==> src/rtl/i2c_regbank_slave.sv <==
module i2c_regbank_slave #(
  parameter logic [6:0] BASE_ADDR   = 7'b0011100,
  parameter int         STRAP_POS   = 1,
  parameter int         DRIVE_DELAY = 4
) (
  input  logic       clk,
  input  logic       rst_n,
  input  logic       scl_i,
  input  logic       sda_i,
  output logic       sda_oe,
  input  logic       addr_strap,
  output logic [6:0] reg_addr,
  output logic [7:0] reg_wdata,
  output logic       reg_we,
  input  logic [7:0] reg_rdata
);
  localparam int DW = $clog2(DRIVE_DELAY + 1);
  localparam logic [1:0] K_ADDR = 2'd0, K_SUB = 2'd1, K_DATA = 2'd2;

  typedef enum logic [2:0] {S_IDLE, S_RX, S_ACKW, S_ACK, S_TX, S_MACK, S_ACKR} st_t;

  st_t         state;
  logic [1:0]  kind;
  logic [2:0]  scl_sh, sda_sh;
  logic [2:0]  bitcnt;
  logic [6:0]  shreg, idx;
  logic        inc, rw, drv_next;
  logic [DW-1:0] dly;

  wire scl_s = scl_sh[1];
  wire scl_q = scl_sh[2];
  wire sda_s = sda_sh[1];
  wire sda_q = sda_sh[2];

  wire scl_rise = scl_s & ~scl_q;
  wire scl_fall = ~scl_s & scl_q;
  wire start_c  = scl_s & scl_q & sda_q & ~sda_s;
  wire stop_c   = scl_s & scl_q & ~sda_q & sda_s;

  wire [6:0] dev_addr = BASE_ADDR | (7'(addr_strap) << STRAP_POS);
  wire [7:0] rx_byte  = {shreg, sda_s};

  assign reg_addr = idx;

  always_ff @(posedge clk) begin
    if (!rst_n) begin
      scl_sh    <= 3'b111;
      sda_sh    <= 3'b111;
      state     <= S_IDLE;
      kind      <= K_ADDR;
      bitcnt    <= '0;
      shreg     <= '0;
      idx       <= '0;
      inc       <= 1'b0;
      rw        <= 1'b0;
      drv_next  <= 1'b0;
      dly       <= '0;
      sda_oe    <= 1'b0;
      reg_we    <= 1'b0;
      reg_wdata <= '0;
    end else begin
      scl_sh <= {scl_sh[1:0], scl_i};
      sda_sh <= {sda_sh[1:0], sda_i};
      reg_we <= 1'b0;
      if (reg_we && inc) idx <= idx + 7'd1;
      if (dly != '0) begin
        dly <= dly - DW'(1);
        if (dly == DW'(1)) sda_oe <= drv_next;
      end
      if (start_c) begin
        state  <= S_RX;
        kind   <= K_ADDR;
        bitcnt <= '0;
        dly    <= '0;
        sda_oe <= 1'b0;
      end else if (stop_c) begin
        state  <= S_IDLE;
        dly    <= '0;
        sda_oe <= 1'b0;
      end else begin
        unique case (state)
          S_IDLE: ;
          S_RX: if (scl_rise) begin
            shreg  <= rx_byte[6:0];
            bitcnt <= bitcnt + 3'd1;
            if (bitcnt == 3'd7) begin
              state <= S_ACKW;
              if (kind == K_ADDR) begin
                rw <= rx_byte[0];
                if (rx_byte[7:1] != dev_addr) state <= S_IDLE;
              end else if (kind == K_SUB) begin
                idx <= rx_byte[6:0];
                inc <= rx_byte[7];
              end else begin
                reg_we    <= 1'b1;
                reg_wdata <= rx_byte;
              end
            end
          end
          S_ACKW: if (scl_fall) begin
            drv_next <= 1'b1;
            dly      <= DW'(DRIVE_DELAY);
            state    <= S_ACK;
          end
          S_ACK: if (scl_fall) begin
            dly    <= DW'(DRIVE_DELAY);
            bitcnt <= '0;
            if (kind == K_ADDR && rw) begin
              shreg    <= reg_rdata[6:0];
              drv_next <= ~reg_rdata[7];
              state    <= S_TX;
            end else begin
              drv_next <= 1'b0;
              state    <= S_RX;
              kind     <= (kind == K_ADDR) ? K_SUB : K_DATA;
            end
          end
          S_TX: if (scl_fall) begin
            dly <= DW'(DRIVE_DELAY);
            if (bitcnt == 3'd7) begin
              drv_next <= 1'b0;
              state    <= S_MACK;
              if (inc) idx <= idx + 7'd1;
            end else begin
              drv_next <= ~shreg[6];
              shreg    <= {shreg[5:0], 1'b0};
              bitcnt   <= bitcnt + 3'd1;
            end
          end
          S_MACK: if (scl_rise) state <= sda_s ? S_IDLE : S_ACKR;
          S_ACKR: if (scl_fall) begin
            shreg    <= reg_rdata[6:0];
            drv_next <= ~reg_rdata[7];
            bitcnt   <= '0;
            dly      <= DW'(DRIVE_DELAY);
            state    <= S_TX;
          end
          default: state <= S_IDLE;
        endcase
      end
    end
  end

  assert_oe_rise_scl_low_R8: assert property (@(posedge clk) disable iff (!rst_n)
    $rose(sda_oe) |-> !scl_s);

  assert_we_single_pulse_R5: assert property (@(posedge clk) disable iff (!rst_n)
    reg_we |=> !reg_we);

  assert_stop_releases_R2: assert property (@(posedge clk) disable iff (!rst_n)
    stop_c |=> !sda_oe);

  assert_start_restarts_R9: assert property (@(posedge clk) disable iff (!rst_n)
    start_c |=> (state == S_RX && bitcnt == 3'd0 && kind == K_ADDR));

  assert_idle_released_R1: assert property (@(posedge clk) disable iff (!rst_n)
    (state == S_IDLE) |-> !sda_oe);
endmodule

==> config.mk <==
export PLATFORM = sky130hd
export DESIGN_NAME = i2c_regbank_slave
export DESIGN_NICKNAME = d
export VERILOG_FILES = /design/src/rtl/i2c_regbank_slave.sv
export SDC_FILE = /design/constraint.sdc
export NUM_CORES = 1
export LEC_CHECK = 0
export ABC_AREA = 1
export BUFFER_PORTS_ARGS = -buffer_cell sky130_fd_sc_hd__buf_2
export CORE_MARGIN = 5
export CORE_UTILIZATION = 52
export CTS_BUF_LIST = sky130_fd_sc_hd__clkbuf_4
export DETAILED_ROUTE_END_ITERATION = 8
export PLACE_DENSITY = 0.75
export SETUP_SLACK_MARGIN = 0.15
export SLEW_MARGIN = 5
export SYNTH_ARGS = -nofsm -noshare
export SYNTH_HDL_FRONTEND = slang
export SYNTH_SLANG_ARGS = --single-unit
==> constraint.sdc <==
create_clock -name clk -period 1.6 [get_ports clk]
set_input_delay 0.16 -clock clk [delete_from_list [all_inputs] [get_ports clk]]
set_output_delay 0.16 -clock clk [all_outputs]
set_load 0.02 [all_outputs]
==> flow_metrics.tcl, run 1 <==
set metrics [dict create \
    rr_startpoint "bitcnt[1]$_SDFFE_PP0P_" \
    power.share.clock_pct 35.8 \
    ys.flop_type "dfxtp_1" \
    r2r-end "shreg[4]$_SDFFE_PN0P_" \
    fin_ws_ns 0.02995 \
    fin_skew_ns 0.01275 \
    synthMuxAreaShare_pct 0.4298 \
    synth-adder-area-share_pct 3.820 \
    yosys.area.top_type_share_pct 33.62 \
    fillerInstances 438 \
    maxSlewViolCount 0 \
    yosysUniqueCellTypes 29 \
    dp_hpwl_um 4828 \
    die_x_um 80.98 \
    dieArea_sq_um 6558 \
    cp_cell_sequence "ha_4, ha_4, inv_6, o21ai_4, or2_4, nor2_4, buf_12, nand2_1, nand2_1, nor2_1" \
    wl_per_cell_um 12.25 \
    die_h_um 80.98 \
    path_buf_inv 2 \
    hold_class "input port to register" \
    drc_errors 0 \
    nNetsFinal 500 \
    cts_sinks 44 \
    htree_levels 2 \
    outcome "finished clean" \
    worstSetupPathType "register to register" \
    dp_slack_ns -0.02363 \
    clockBufferDepth 2 \
    ys_ff_latch 44 \
    powerDensity_nw_per_um2 612.0 \
    yosys-top-cells-count "nand2_1 (125), nor2_1 (54), inv_1 (51)" \
    yosysWarningCount 0 \
    synthArstFlopShare_pct 0 \
    clock_latency_ns 0.37 \
    final_area_sq_um 3326 \
    rows 25 \
    period_minus_slack_ns 1.570 \
    cts-root-buf "clkbuf_4" \
    cp-start-kind "register" \
    final-setup-viol-count 0 \
    clk_pin_slew_ns 0.15 \
    p_leak_nw 1.652 \
    synth_edf_count 0 \
    antennaDiodeCount 0 \
    switching_power_mw 0.5167 \
    end_kind "register" \
    worst_slew_pin_slew_ns 0.2785 \
    overflow 0 \
    coreArea_sq_um 4817 \
    start_util_pct 54.39 \
    yosys.area.top_type "dfxtp_1" \
    grt_max_degree 17 \
    grt_setup_unrepaired "true" \
    hold_end "sda_sh[2]$_SDFF_PN1_" \
    min_path_cells 2 \
    rr_worst_depth 10 \
    rrSetupSlack_ns 0.03 \
    syn_inst 419 \
    ir_drop_v 0.0006383 \
    max-slew-margin-rel_pct 81.29 \
    grt_pass1_vias 2635 \
    combPwrFrac_pct 9.0 \
    whs_ns 0.06019 \
    fmax_mhz 636.9 \
    place_inst 529 \
    avgSynthCellArea_sq_um 6.253 \
    post-route-util_pct 69.04 \
    wl_um 6702 \
    cts_made_buffers 5 \
    min_period_over_period_pct 98.13 \
    drtIter0Drc 202 \
    drv_cap 0 \
    yosysSeqAreaShare_pct 33.62 \
    critPathArrivalTime_ns 1.86 \
    routabilityCongestion 0.9208 \
    required_ns 1.89 \
    synth_compound_area_share_pct 11.65 \
    vias 2820 \
    yosys.area_share.simple_pct 39.64 \
    viasPerCell 5.155 \
    grt_antenna_before_repair 0 \
    hold_viol 0 \
    syn_nets 440 \
    multi_input_area_sq_um 1627 \
    p_sw_share_pct 25.39 \
    crit_fanout 14 \
    worstHoldStart "rst_n" \
    first_pass_iters 5 \
    synth_top_family_by_area "simple AND/OR/NAND/NOR gates" \
    ant_nets 0 \
    cp_top_family "simple AND/OR/NAND/NOR gates" \
    stdcell_count 547 \
    yosysMostFrequentCell "nand2_1" \
    grt_pass1_wl_um 11410 \
    slowest_delay_ns 0.38 \
    synth.area.top_cells "dfxtp_1 (34%), nand2_1 (18%), nor2_1 (7.7%), nand3_1 (7.6%), inv_1 (7.3%)" \
    regArea_sq_um 904.6 \
    syn_area_sq_um 2620 \
    pin_count 30 \
    syn_to_final_growth_pct 26.93 \
    crit_path_top_delay_cell "dfxtp_4" \
    grtUsageTotal_pct 21.74 \
    drive_gt1_share_pct 26.67 \
    p_int_mw 1.519 \
    synthXorXnorAreaFrac_pct 0.6686 \
    p_seq_share_pct 55.2 \
    portBuffers 29 \
    tritoncts "built" \
    placed_cell_area_sq_um 2998 \
]
[placed cells by master, fill, tap and decap left out, drive strengths merged, types with 2 or more instances in the layout]
cell,Yosys,routed
o21ai,31,31
nor3,7,7
o21bai,3,3
xor2,2,2
inv,55,56
or2,5,5
nor2,58,58
buf,6,58
dfxtp,44,44
ha,8,8
dlygate4sd3,0,2
a21oi,21,21
nand2,128,129
clkbuf,2,5
nand3,42,42
[layout make-up]
class | instances | share of cell area [%]
inverters | 56 | 6.622
multi-input cells | 312 | 48.91
well taps | 67 | 2.521
repair buffers | 60 | 12.23
clock inverters | 3 | 1.392
flip-flops and latches | 44 | 27.20
clock buffers | 5 | 1.129
[worst max-delay path by stage]
stage,start,to,slack (ns),depth (start not counted)
final,bitcnt[1]$_SDFFE_PP0P_,shreg[4]$_SDFFE_PN0P_,0.03,10
after global placement,state[0]$_SDFFE_PN0P_,bitcnt[1]$_SDFFE_PP0P_,0.003,9
after floorplan,bitcnt[0]$_SDFFE_PP0P_,shreg[5]$_SDFFE_PN0P_,0.1,10
after global routing,bitcnt[1]$_SDFFE_PP0P_,shreg[4]$_SDFFE_PN0P_,-0.04,10
after CTS,bitcnt[1]$_SDFFE_PP0P_,shreg[4]$_SDFFE_PN0P_,0.07,10
after detailed placement,bitcnt[1]$_SDFFE_PP0P_,reg_addr[5]$_SDFF_PN0_,-0.02,11
[flip-flops by register name, summed over array words and instances (netlist names)]
signal     cells
rw             1
kind           2
reg_wdata      8
dly            3
bitcnt         3
reg_addr       7
drv_next       1
reg_we         1
inc            1
sda_oe         1
state          3
sda_sh         3
shreg          7
scl_sh         3
[cell families after synthesis]
logic type | Yosys count
xor gates and xnor gates | 2
adders and majority gates | 8
DFF | 44
AOI/OAI and AO/OA | 58
muxes | 1
and+or+nand+nor | 242
buffers and inverters | 64
[power by group through the flow]
stage | Clock, mW | Sequential [mW] | Combinational, mW
2_1_floorplan | 0 | 1.15 | 0.101
3_3_place_gp | 0 | 1.16 | 0.152
3_5_place_dp | 0 | 1.16 | 0.155
4_1_cts | 0.749 | 1.13 | 0.169
5_1_grt | 0.803 | 1.13 | 0.207
6_report | 0.728 | 1.12 | 0.183
[through the flow]
| step | total power [mW] | TNS [ns] |
|---|---|---|
| after global placement | 1.308 | 0 |
| after CTS | 2.047 | 0 |
| final | 2.035 | 0 |
| after detailed placement | 1.310 | -0.08660 |
| after floorplan | 1.251 | 0 |
| after global routing | 2.137 | -0.1936 |
[metal layers]
| layer | up-vias | part of all wire (%) | GRT usage (%) |
|---|---|---|---|
| met1 | 1241 | 45 | 27.36 |
| met2 | 105 | 47 | 37.11 |
| li1 | 1450 | - | - |
| met3 | 24 | 6.4 | 3.991 |
| met4 | 0 | 1.8 | 7.601 |
| met5 | - | 0 | 0 |
[repair_timing]
action                     in CTS  in global routing
gates cloned                    1                  0
setup endpoints to repair      30                 34
setup buffers                   4                  3
pin swaps                       4                  8
hold buffers                    2                  0
hold endpoints to repair        2                  0
resized for setup              20                 38
[worst reg2reg max path, stage by stage, from the launching register on]
cell and delay [ns]:
dfxtp_4 0.38, ha_4 0.16, ha_4 0.17, inv_6 0.08, o21ai_4 0.06, or2_4 0.26, nor2_4 0.10, buf_12 0.14
nand2_1 0.06, nand2_1 0.06, nor2_1 0.04
(Power assumes the default switching activity.)
==> run 2: changes to the inputs <==
Settings changed: CORE_UTILIZATION 52 to 36, PLACE_DENSITY 0.75 to not set.
Clock period 1.6 ns to 1.9 ns, I/O delays scaled along.
==> run 2 against run 1 <==
  * Critical endpoint is now state[1]$_SDFFE_PP0P_
  * Count of clock-buffer cells in the layout rose by 2
  * First-iteration DRC count is 11% higher
  * Flip-flop and latch count stayed put
  * Largest power group unchanged
  * Sequential share of layout area increased by 2.2 points
  * Critical path type unchanged
  * Hold slack lost 0.041 ns
  * Wire length fell by 1.7%
  * Setup slack gained 0.22 ns
  * Sequential power is 15% lower
  * Register-to-register slack improved by 0.22 ns
  * Cell area shrank 9.0%
==> flow_metrics.tcl, run 2 (synthesis results as in run 1) <==
set metrics [dict create \
    outcome "finished clean" \
    largest_reg_flops 8 \
    required_ns 2.15 \
    drv_cap 0 \
    vias 2596 \
    grtUsageTotal_pct 15.11 \
    powerDensity_nw_per_um2 510.5 \
    maxSlewViolCount 0 \
    layout_commonest_cell "nand2_1" \
    crit_path_top_delay_cell "dfxtp_2" \
    start_util_pct 36.51 \
    power.share.clock_pct 29.9 \
    drc_errors 0 \
    antennaDiodeCount 0 \
    fin_skew_ns 0.006486 \
    period_minus_slack_ns 1.648 \
    cp_cell_sequence "ha_1, ha_2, inv_2, o21ai_0, nand2_1, nor2_2, nand2_2, nor3_1, nor2_1" \
    p_int_mw 1.159 \
    final-setup-viol-count 0 \
    p_sw_share_pct 24.95 \
    routabilityCongestion 0.9200 \
    die_x_um 95.31 \
    ctsHoldBuffers 0 \
    grt_pass1_vias 2341 \
    crit_fanout 5 \
    hold_class "input port to register" \
    pin_count 30 \
    fmax_mhz 606.7 \
    die_h_um 95.31 \
    wl_per_cell_um 11.81 \
    htree_levels 2 \
    layout_common_cells "nand2_1 (122), nor2_1 (51), inv_1 (50), nand3_1 (40), dfxtp_1 (38)" \
    tritoncts "built" \
    cp-start-kind "register" \
    portBuffers 29 \
    cts_made_buffers 5 \
    fillerInstances 769 \
    dp_hpwl_um 5120 \
    coreArea_sq_um 7176 \
    worstSetupPathType "register to register" \
    viasPerCell 4.652 \
    cts_sinks 44 \
    clockBufferDepth 2 \
    hold_viol 0 \
    combPwrFrac_pct 8.4 \
    p_seq_share_pct 61.7 \
    clock_latency_ns 0.35 \
    cts-root-buf "clkbuf_4" \
    rows 31 \
    dieArea_sq_um 9084 \
    cp_top_family "simple AND/OR/NAND/NOR gates" \
    ir_drop_v 0.0002672 \
    fin_ws_ns 0.2517 \
    finalSetupTns_ns 0 \
    nNetsFinal 479 \
    regMostFlops "reg_wdata" \
    grt_pass1_wl_um 10880 \
    ant_nets 0 \
    clk_pin_slew_ns 0.12 \
    path_buf_inv 1 \
    end_kind "register" \
    switching_power_mw 0.3853 \
    drive_gt1_share_pct 18.08 \
    overflow 0 \
    p_leak_nw 1.544 \
    dp_slack_ns 0.02755 \
    first_pass_iters 4 \
    critPathArrivalTime_ns 1.90 \
    syn_to_final_growth_pct 15.47 \
    grt_setup_unrepaired "true" \
    worst_slew_pin_slew_ns 0.3148 \
    slowest_delay_ns 0.36 \
    post-route-util_pct 42.16 \
    drtIter0Drc 225 \
    min_period_over_period_pct 86.75 \
    wl_um 6588 \
    grt_antenna_before_repair 0 \
    max-slew-margin-rel_pct 78.79 \
    grt_max_degree 17 \
]
run 2: path summary, 6_finish.rpt:
| kind | from | end | slack [ns] | cells after the start |
|---|---|---|---|---|
| max | bitcnt[0]$_SDFFE_PP0P_ | state[1]$_SDFFE_PP0P_ | 0.25 | 9 |
| min | sda_i | sda_sh[0]$_SDFF_PN1_ | 0.02 | 2 |
| max reg2reg | bitcnt[0]$_SDFFE_PP0P_ | state[1]$_SDFFE_PP0P_ | 0.25 | 9 |
| min reg2reg | scl_sh[0]$_SDFF_PN1_ | scl_sh[1]$_SDFF_PN1_ | 0.43 | 1 |
run 2: stage by stage:
| stage | power, mW | hold WS (ns) | instance area (sq um) | cells |
|---|---|---|---|---|
| 2_1_floorplan | 1.053 | 0.2966 | 2620 | 419 |
| 3_3_place_gp | 1.098 | 0.3786 | 2902 | 548 |
| 3_5_place_dp | 1.098 | 0.3777 | 2902 | 548 |
| 4_1_cts | 1.564 | 0.004619 | 2980 | 557 |
| 5_1_grt | 1.627 | 0.01348 | 3025 | 558 |
| 6_report | 1.544 | 0.01959 | 3025 | 558 |
run 2: worst reg2reg max path, delay by kind of cell (launching register included):
family                     cells  cell delay (ns)
AOI/OAI and AO/OA              1             0.15
adders and majority gates      2             0.35
buffers and inverters          1             0.07
DFF                            1             0.36
and+or+nand+nor                5             0.62
run 2: power groups by stage:
stage,Sequential [mW],Clock (mW),Combinational (mW)
after CTS,0.953,0.482,0.129
after global routing,0.956,0.524,0.147
after global placement,0.973,0,0.125
after floorplan,0.968,0,0.0847
final,0.953,0.462,0.129
after detailed placement,0.973,0,0.125
run 2: routing by layer:
metal	GRT usage (%)	part of all wire, %	vias to the layer above
li1	-	-	1397
met1	20.97	49	1138
met2	23.91	44	53
met3	2.526	5.4	8
met4	4.567	1.3	0
met5	0	0	-
run 2: final cells by class:
cell class,count,area (sq um),area share [%]
multi-input combinational,311,1504,49.71
tap,99,123.9,4.094
inverter,56,212.7,7.031
clock buffer,7,52.55,1.737
sequential,44,888.4,29.36
clock inverter,1,3.754,0.1241
timing repair buffer,40,240.2,7.940
run 2: what timing repair did:
item,4_1_cts,5_1_grt
endpoints found under the setup margin,14,29
resized for setup,1,22
hold endpoints to repair,0,0
pin swaps,1,1
setup buffers,1,1
